File: src/rtl/wwf_pkg.sv
package wwf_pkg;
  localparam int unsigned REG_W = 4;
  localparam int unsigned FLAG_BTN  = 0;
  localparam int unsigned FLAG_WAKE = 1;
  localparam int unsigned FLAG_WARN = 2;

  typedef struct packed {
    logic warn;
    logic wake;
    logic btn;
  } flags_t;

  typedef enum logic {
    ADDR_FLAGS = 1'b0,
    ADDR_CTRL  = 1'b1
  } reg_addr_e;
endpackage

File: src/rtl/wwf_btn_edge.sv
module wwf_btn_edge #(
  parameter int unsigned SYNC_STAGES = 2
) (
  input  logic clk_i,
  input  logic rst_ni,
  input  logic async_i,
  output logic rise_o
);
  logic [SYNC_STAGES-1:0] sync_q;
  logic                   prev_q;

  generate
    for (genvar i = 0; i < SYNC_STAGES; i++) begin : g_sync
      if (i == 0) begin : g_first
        always_ff @(posedge clk_i or negedge rst_ni) begin
          if (!rst_ni) sync_q[i] <= 1'b0;
          else         sync_q[i] <= async_i;
        end
      end else begin : g_next
        always_ff @(posedge clk_i or negedge rst_ni) begin
          if (!rst_ni) sync_q[i] <= 1'b0;
          else         sync_q[i] <= sync_q[i-1];
        end
      end
    end
  endgenerate

  always_ff @(posedge clk_i or negedge rst_ni) begin
    if (!rst_ni) prev_q <= 1'b0;
    else         prev_q <= sync_q[SYNC_STAGES-1];
  end

  assign rise_o = sync_q[SYNC_STAGES-1] & ~prev_q;

  AST_SINGLE_RISE: assert property (@(posedge clk_i) disable iff (!rst_ni)
    rise_o |=> !rise_o);
endmodule

File: src/rtl/wwf_wdog.sv
module wwf_wdog #(
  parameter int unsigned WDOG_TIMEOUT = 40,
  parameter int unsigned WARN_LEAD    = 8
) (
  input  logic clk_i,
  input  logic rst_ni,
  input  logic kick_i,
  output logic warn_set_o,
  output logic rst_pulse_o
);
  localparam int unsigned CW = (WDOG_TIMEOUT > 1) ? $clog2(WDOG_TIMEOUT) : 1;
  localparam logic [CW-1:0] LAST_VAL = CW'(WDOG_TIMEOUT - 1);
  localparam logic [CW-1:0] WARN_PRE = CW'(WDOG_TIMEOUT - WARN_LEAD - 1);

  logic [CW-1:0] cnt_q;
  logic          rst_q;
  logic          at_last;

  assign at_last    = (cnt_q == LAST_VAL);
  assign warn_set_o = (cnt_q == WARN_PRE) & ~kick_i;

  always_ff @(posedge clk_i or negedge rst_ni) begin
    if (!rst_ni) begin
      cnt_q <= '0;
      rst_q <= 1'b0;
    end else begin
      rst_q <= at_last & ~kick_i;
      if (kick_i || at_last) cnt_q <= '0;
      else                   cnt_q <= cnt_q + 1'b1;
    end
  end

  assign rst_pulse_o = rst_q;

  AST_RST_ONE_CYCLE: assert property (@(posedge clk_i) disable iff (!rst_ni)
    rst_pulse_o |=> !rst_pulse_o);
  AST_KICK_NO_RST: assert property (@(posedge clk_i) disable iff (!rst_ni)
    kick_i |=> !rst_pulse_o);
endmodule

File: src/rtl/wwf_flag_regs.sv
module wwf_flag_regs
  import wwf_pkg::*;
(
  input  logic             clk_i,
  input  logic             rst_ni,
  input  logic             btn_set_i,
  input  logic             wake_set_i,
  input  logic             warn_set_i,
  input  logic             wake_i,
  input  logic             we_i,
  input  logic             addr_i,
  input  logic [REG_W-1:0] wdata_i,
  output flags_t           flags_o,
  output logic             irq_en_o,
  output logic [REG_W-1:0] rdata_o
);
  flags_t flags_q;
  flags_t clr;
  logic   en_q;
  logic   wake_q;
  logic   wake_fall;

  always_comb begin
    clr = '0;
    if (we_i && reg_addr_e'(addr_i) == ADDR_FLAGS) begin
      clr.btn  = ~wdata_i[FLAG_BTN];
      clr.wake = ~wdata_i[FLAG_WAKE];
      clr.warn = ~wdata_i[FLAG_WARN];
    end
  end

  assign wake_fall = wake_q & ~wake_i;

  always_ff @(posedge clk_i or negedge rst_ni) begin
    if (!rst_ni) begin
      flags_q <= '0;
      en_q    <= 1'b0;
      wake_q  <= 1'b0;
    end else begin
      wake_q       <= wake_i;
      flags_q.btn  <= btn_set_i  | (flags_q.btn  & ~clr.btn);
      flags_q.wake <= wake_set_i | (flags_q.wake & ~clr.wake);
      flags_q.warn <= warn_set_i | (flags_q.warn & ~clr.warn & ~wake_fall);
      if (we_i && reg_addr_e'(addr_i) == ADDR_CTRL) en_q <= wdata_i[0];
    end
  end

  always_comb begin
    if (reg_addr_e'(addr_i) == ADDR_CTRL) rdata_o = {{(REG_W-1){1'b0}}, en_q};
    else                                  rdata_o = {{(REG_W-3){1'b0}}, flags_q};
  end

  assign flags_o  = flags_q;
  assign irq_en_o = en_q;

  AST_BTN_SET_WINS: assert property (@(posedge clk_i) disable iff (!rst_ni)
    btn_set_i |=> flags_q.btn);
  AST_WARN_SET_WINS: assert property (@(posedge clk_i) disable iff (!rst_ni)
    warn_set_i |=> flags_q.warn);
  AST_WRITE_ONE_KEEPS: assert property (@(posedge clk_i) disable iff (!rst_ni)
    (we_i && !addr_i && wdata_i[FLAG_WAKE] && !wake_set_i)
      |=> flags_q.wake == $past(flags_q.wake));
  AST_FALL_CLEARS_WARN: assert property (@(posedge clk_i) disable iff (!rst_ni)
    (wake_fall && !warn_set_i) |=> !flags_q.warn);
endmodule

File: src/rtl/wake_watch_flags.sv
module wake_watch_flags
  import wwf_pkg::*;
#(
  parameter int unsigned WDOG_TIMEOUT = 40,
  parameter int unsigned WARN_LEAD    = 8,
  parameter int unsigned SYNC_STAGES  = 2
) (
  input  logic             clk_i,
  input  logic             rst_ni,
  input  logic             button_i,
  input  logic             wake_tmo_i,
  input  logic             wake_i,
  input  logic             wdog_kick_i,
  input  logic             reg_we_i,
  input  logic             reg_addr_i,
  input  logic [REG_W-1:0] reg_wdata_i,
  output logic [REG_W-1:0] reg_rdata_o,
  output logic             btn_flag_o,
  output logic             wake_flag_o,
  output logic             warn_flag_o,
  output logic             wdog_rst_o,
  output logic             irq_o
);
  logic   btn_rise;
  logic   warn_set;
  logic   irq_en;
  flags_t flags;

  wwf_btn_edge #(.SYNC_STAGES(SYNC_STAGES)) u_btn (
    .clk_i  (clk_i),
    .rst_ni (rst_ni),
    .async_i(button_i),
    .rise_o (btn_rise)
  );

  wwf_wdog #(.WDOG_TIMEOUT(WDOG_TIMEOUT), .WARN_LEAD(WARN_LEAD)) u_wdog (
    .clk_i      (clk_i),
    .rst_ni     (rst_ni),
    .kick_i     (wdog_kick_i),
    .warn_set_o (warn_set),
    .rst_pulse_o(wdog_rst_o)
  );

  wwf_flag_regs u_regs (
    .clk_i     (clk_i),
    .rst_ni    (rst_ni),
    .btn_set_i (btn_rise),
    .wake_set_i(wake_tmo_i),
    .warn_set_i(warn_set),
    .wake_i    (wake_i),
    .we_i      (reg_we_i),
    .addr_i    (reg_addr_i),
    .wdata_i   (reg_wdata_i),
    .flags_o   (flags),
    .irq_en_o  (irq_en),
    .rdata_o   (reg_rdata_o)
  );

  assign btn_flag_o  = flags.btn;
  assign wake_flag_o = flags.wake;
  assign warn_flag_o = flags.warn;
  assign irq_o       = flags.warn & irq_en;

  AST_IRQ_NEEDS_WARN: assert property (@(posedge clk_i) disable iff (!rst_ni)
    irq_o |-> warn_flag_o);
endmodule

File: config.mk
export PLATFORM = sky130hd
export DESIGN_NAME = wake_watch_flags
export DESIGN_NICKNAME = d
export VERILOG_FILES = /design/src/rtl/wwf_pkg.sv /design/src/rtl/wwf_btn_edge.sv /design/src/rtl/wwf_wdog.sv /design/src/rtl/wwf_flag_regs.sv /design/src/rtl/wake_watch_flags.sv
export SDC_FILE = /design/constraint.sdc
export NUM_CORES = 1
export LEC_CHECK = 0
export BUFFER_PORTS_ARGS = -buffer_cell sky130_fd_sc_hd__buf_2
export CAP_MARGIN = 15
export CORE_UTILIZATION = 46
export CTS_CLUSTER_SIZE = 16
export DETAILED_ROUTE_END_ITERATION = 8
export PLACE_DENSITY = 0.7
export SYNTH_ARGS = -nofsm -noshare
export SYNTH_HDL_FRONTEND = slang
export SYNTH_SLANG_ARGS = --single-unit
File: constraint.sdc
create_clock -name clk_i -period 1.5 [get_ports clk_i]
set_input_delay 0.075 -clock clk_i [delete_from_list [all_inputs] [get_ports clk_i]]
set_output_delay 0.075 -clock clk_i [all_outputs]
set_load 0.03 [all_outputs]
== Word-level counts from Yosys, hierarchy flattened ==
Index checks and enable logic that the tools add are counted.

* Latch bits: 0
* Memories: 0
* Input bits: 12
* Bits in read-only memories: 0
* Register bits after elaboration: 15
* RAM bits: 0
* Word-level logic and storage cells: 42

* $lt $le $gt $ge: 0
* Bitwise gates (word level): 23
* Shifts and indexed selects: 0
* Reductions and logical operators: 3
* Equal/unequal tests: 2
* Mux-type cells: 3
* Multipliers: 0
* Add/sub/neg operators: 1
* Div/mod/pow operators: 0

{| class="wikitable"
|+ Operators with widths
! operator !! count
|-
| $not 1->1 || 11
|-
| $and 1x1->1 || 9
|-
| $add 6x1->6 const B || 1
|-
| $eq 6x5->1 const B || 1
|-
| $eq 6x6->1 const B || 1
|-
| $mux 3 || 2
|-
| $mux 6 || 1
|-
| $or 1x1->1 || 3
|-
| $logic_and 1x1->1 || 2
|-
| $logic_or 1x1->1 || 1
|}

== Depth between registers and ports, before layout ==
* Depth after elaboration: 7
* Gate-level depth with buffers: 4

== By module ==
A second synthesis with hierarchy kept.

* Cells, all modules: 52
* Area total of the unflattened synthesis: 641.9 um^2

{| class="wikitable"
|+ Modules (own cells, without submodules)
! module !! sequential area each (um^2) !! cells an instance !! times used !! area an instance (um^2)
|-
| wwf_wdog || 175.2 || 28 || 1 || 310.3
|-
| wwf_flag_regs || 125.1 || 19 || 1 || 236.5
|-
| wwf_btn_edge || 75.1 || 4 || 1 || 88.8
|-
| wake_watch_flags || 0.0 || 1 || 1 || 6.3
|}

== Worst setup path before layout ==
OpenSTA, ideal clock, no wires.

* Path kind: register to register
* Start point: register u_wdog.cnt_q[4]
* End point: register u_wdog.cnt_q[3]
* Data required time: 1375 ps
* Period minus slack after synthesis: 1140 ps
* Stages on the path, launching flop included: 4
* Data arrival time: 1016 ps
* Slack: 360 ps
* Path through: dfrtp_1 -> or3b_1 -> o21bai_2 -> nor2_1

* Word-level cells in the longest chain between the ends: 3

{| class="wikitable"
|+ Ends and longest elaborated chain
! element !! line !! text
|-
| start, declared || wwf_wdog.sv:15 || <nowiki>logic [CW-1:0] cnt_q;</nowiki>
|-
| start signal, assigned || wwf_wdog.sv:29 || <nowiki>else cnt_q <= cnt_q + 1'b1;</nowiki>
|-
| $eq 6x6->1 || wwf_wdog.sv:19 || <nowiki>assign at_last = (cnt_q == LAST_VAL);</nowiki>
|-
| $logic_or 1x1->1 || wwf_wdog.sv:28 || <nowiki>if (kick_i || at_last) cnt_q <= '0;</nowiki>
|-
| $mux 6 || wwf_wdog.sv:28 ||
|}

Every way passes these cells.
A chain may end at the register's enable or synchronous reset.

== Worst setup path after layout ==
Ends and elaborated chain as after synthesis.

==> flow_summary.yaml <==
layout:
  final_layout_size_suffix_gt1_share_pct: 33.3
  layoutNonFillerInstCount: 92
  fin_nets: 92
  area_delta_synth_final_pct: 28.8
  mostFrequentLayoutCell: "buf_2"
  layout_common_cells: "buf_2, dfrtp_1, nor2_1, dlygate4sd3_1, o21ai_0"
  diodes: 0
  multi_input_comb_area_sq_um: 219
  regArea_sq_um: 375
  fill_cells: 104
power:
  p_clk_share_pct: 28.8
  comb_power_share_pct: 13.5
  ir_drop_v: 0.000561
  power.switching_mw: 0.186
  power_switching_share_pct: 24.6
  pwr-share-seq_pct: 57.7
  p_leak_nw: 0.380
  p_int_mw: 0.571
  powerDensity_mw_per_mm2: 959
grt:
  grt_most_used_layer: "met2"
  grt_pass1_vias: 386
  met1_usage_pct: 16.0
  antenna_found_initial: 0
  grt_max_degree: 16
  grt_first_pass_wirelength_mm: 1.48
  grt_util_met3_pct: 1.74
  grt_overflow: 0
  grt_use_total_pct: 15.5
  grt_use_met2_pct: 27.5
route:
  ant_nets: 0
  num_vias: 430
  wl_per_cell_um: 10.8
  viasPerCell: 4.67
  wirelength_um: 995
  drtIter0Drc: 1
  drcViolationCount: 0
  dr.pass1.iters: 3
clocking:
  cts_buffers: 3
  insertion_delay_ps: 270
  path_clk_slew_ps: 80
  htree_levels: 1
  cts_resized: 0
  root_buffer: "clkbuf_4"
  clockBufferDepth: 2
  cts_sinks: 15
  cts_tree: "built"
place:
  dp.cells: 83
  place_congestion: 0.757
  port_buffers: 18
  place_hpwl_um: 730
worst_setup_path:
  criticalPathCategory: "flop to flop"
  rr_startpoint: "u_wdog.cnt_q[4]"
  critPathCaptureType: "flop"
  crit_fanout: 4
  critPathArrivalTime_ps: 1390
  cp-endpoint: "u_wdog.cnt_q[3]"
  startpoint: "u_wdog.cnt_q[4]"
  timing.rr.end: "u_wdog.cnt_q[3]"
  ff2ff_setup_slack_ps: 270
  reg2reg_depth: 3
  cp.required_ps: 1660
  cp-start-kind: "flop"
timing:
  tns_ps: 0
  period_share_pct: 81.8
  hold_violations: 0
  setup_viol: 0
  final_max_slew_viol_count: 0
  max_freq_mhz: 815
  clock_skew_ps: 0.494
  period_needed_ps: 1230
  rsz0062_at_grt: "false"
synthesis:
  netlist_instances: 52
  synth_cell_types: 23
  yosysSeqAreaShare_pct: 61.2
  syn_area_sq_um: 613
  synth_nets: 65
  synth_seq_cells: 15
  synth_top_area_share_pct: 61.2
  synth_area_leaders: "dfrtp_1, mux2_2, o21ai_0"
  syn_area_per_cell_sq_um: 11.8
  yosys_warnings: 0
  yosysTopAreaCell: "dfrtp_1"
floorplan:
  initial_core_util_pct: 52.4
  die_w_um: 38.5
  coreArea_sq_mm: 0.00117
  num_io_pins: 21
  num_rows: 12
  die_area_sq_mm: 0.00148
  fp.dieH_um: 38.5
hold_path:
  holdPathStages: 2
  hold_path_class: "primary input to flop"
run_status:
  status: "complete, no violations"
job:
  cap_violations: 0
-- how the worst min path moves through the flow --
stage	start	end	slack, ps
2_1_floorplan	rst_ni	u_btn.prev_q	-220
3_3_place_gp	rst_ni	u_regs.flags_o[1]	-10
3_5_place_dp	rst_ni	u_regs.flags_o[1]	-10
4_1_cts	reg_wdata_i[0]	u_regs.irq_en_o	40
5_1_grt	reg_wdata_i[0]	u_regs.irq_en_o	40
6_report	reg_wdata_i[0]	u_regs.irq_en_o	50
-- state kept, by name (all words and copies together) (netlist names) --
name and count:
u_wdog.rst_pulse_o 1, u_regs.irq_en_o 1, u_wdog.cnt_q 6, u_btn.prev_q 1
u_regs.flags_o 3, u_btn.sync_q 2, u_regs.wake_q 1
-- per-layer routing --
layer,vias up,wire length [um]
met5,-,0
met4,0,11
met3,2,62
met2,16,466
met1,185,456
li1,227,-
-- power by group through the flow --
stage | registers [mW] | logic, mW | clock network, mW
6_report | 0.437 | 0.102 | 0.218
2_1_floorplan | 0.452 | 0.0483 | 0
4_1_cts | 0.437 | 0.104 | 0.229
3_3_place_gp | 0.444 | 0.0914 | 0
3_5_place_dp | 0.445 | 0.0934 | 0
5_1_grt | 0.439 | 0.113 | 0.252
-- final cells by class --
cell class / count / share of cell area, %
Multi-Input combinational cell: 33 / 27.7
Inverter: 3 / 1.43
Clock buffer: 4 / 3.33
Timing Repair Buffer: 23 / 17.7
Tap cell: 14 / 2.22
Sequential cell: 15 / 47.5
-- worst max-delay path, cell delays in order, from the launching register on --
cell	delay, ps
dfrtp_1	400
or3b_1	410
o21bai_2	230
nor2_1	70
-- per-stage QoR --
step	hold WS (ps)	instance area, sq um	total power [mW]	utilization (%)	setup WS (ps)
final	47.7	790	0.757	67.4	274
after global placement	-11.5	713	0.536	60.9	283
after detailed placement	-10.5	713	0.538	60.9	272
after floorplan	-221	613	0.500	-	360
after global routing	37.6	790	0.804	67.4	183
after CTS	39.7	790	0.770	67.4	262
-- cell usage after synthesis --
| cell type | number |
|---|---|
| dfrtp_1 | 15 |
| a21oi_2 | 1 |
| ha_1 | 1 |
| o221ai_1 | 1 |
| xnor2_1 | 1 |
| buf_4 | 1 |
| nor2_1 | 5 |
| nor3_1 | 1 |
| nand3_1 | 1 |
| o21ai_0 | 4 |
| or3_1 | 1 |
| o21bai_2 | 1 |
| inv_1 | 3 |
| conb_1 | 1 |
| nand3_2 | 1 |
| mux2_2 | 2 |
| xor2_1 | 2 |
| o41ai_1 | 1 |
| nor2b_1 | 2 |
| and2_1 | 1 |
| nand2b_1 | 2 |
| nand2_1 | 3 |
| or3b_1 | 1 |
-- timing repair --
item | CTS | global route
hold buffers | 5 | 0
hold endpoints to repair | 20 | 0
setup buffers | 0 | 0
-- cell families after synthesis --
| kind of cell | count (synthesis) | synth area share, % |
|---|---|---|
| AOI/OAI and AO/OA | 8 | 9.39 |
| xor gates and xnor gates | 3 | 4.29 |
| adders and majority gates | 1 | 2.04 |
| buffers and inverters | 4 | 3.06 |
| DFF | 15 | 61.2 |
| muxes | 2 | 3.67 |
| other | 1 | 0.612 |
| and+or+nand+nor | 18 | 15.7 |
Power figures use the tool's default switching activity.
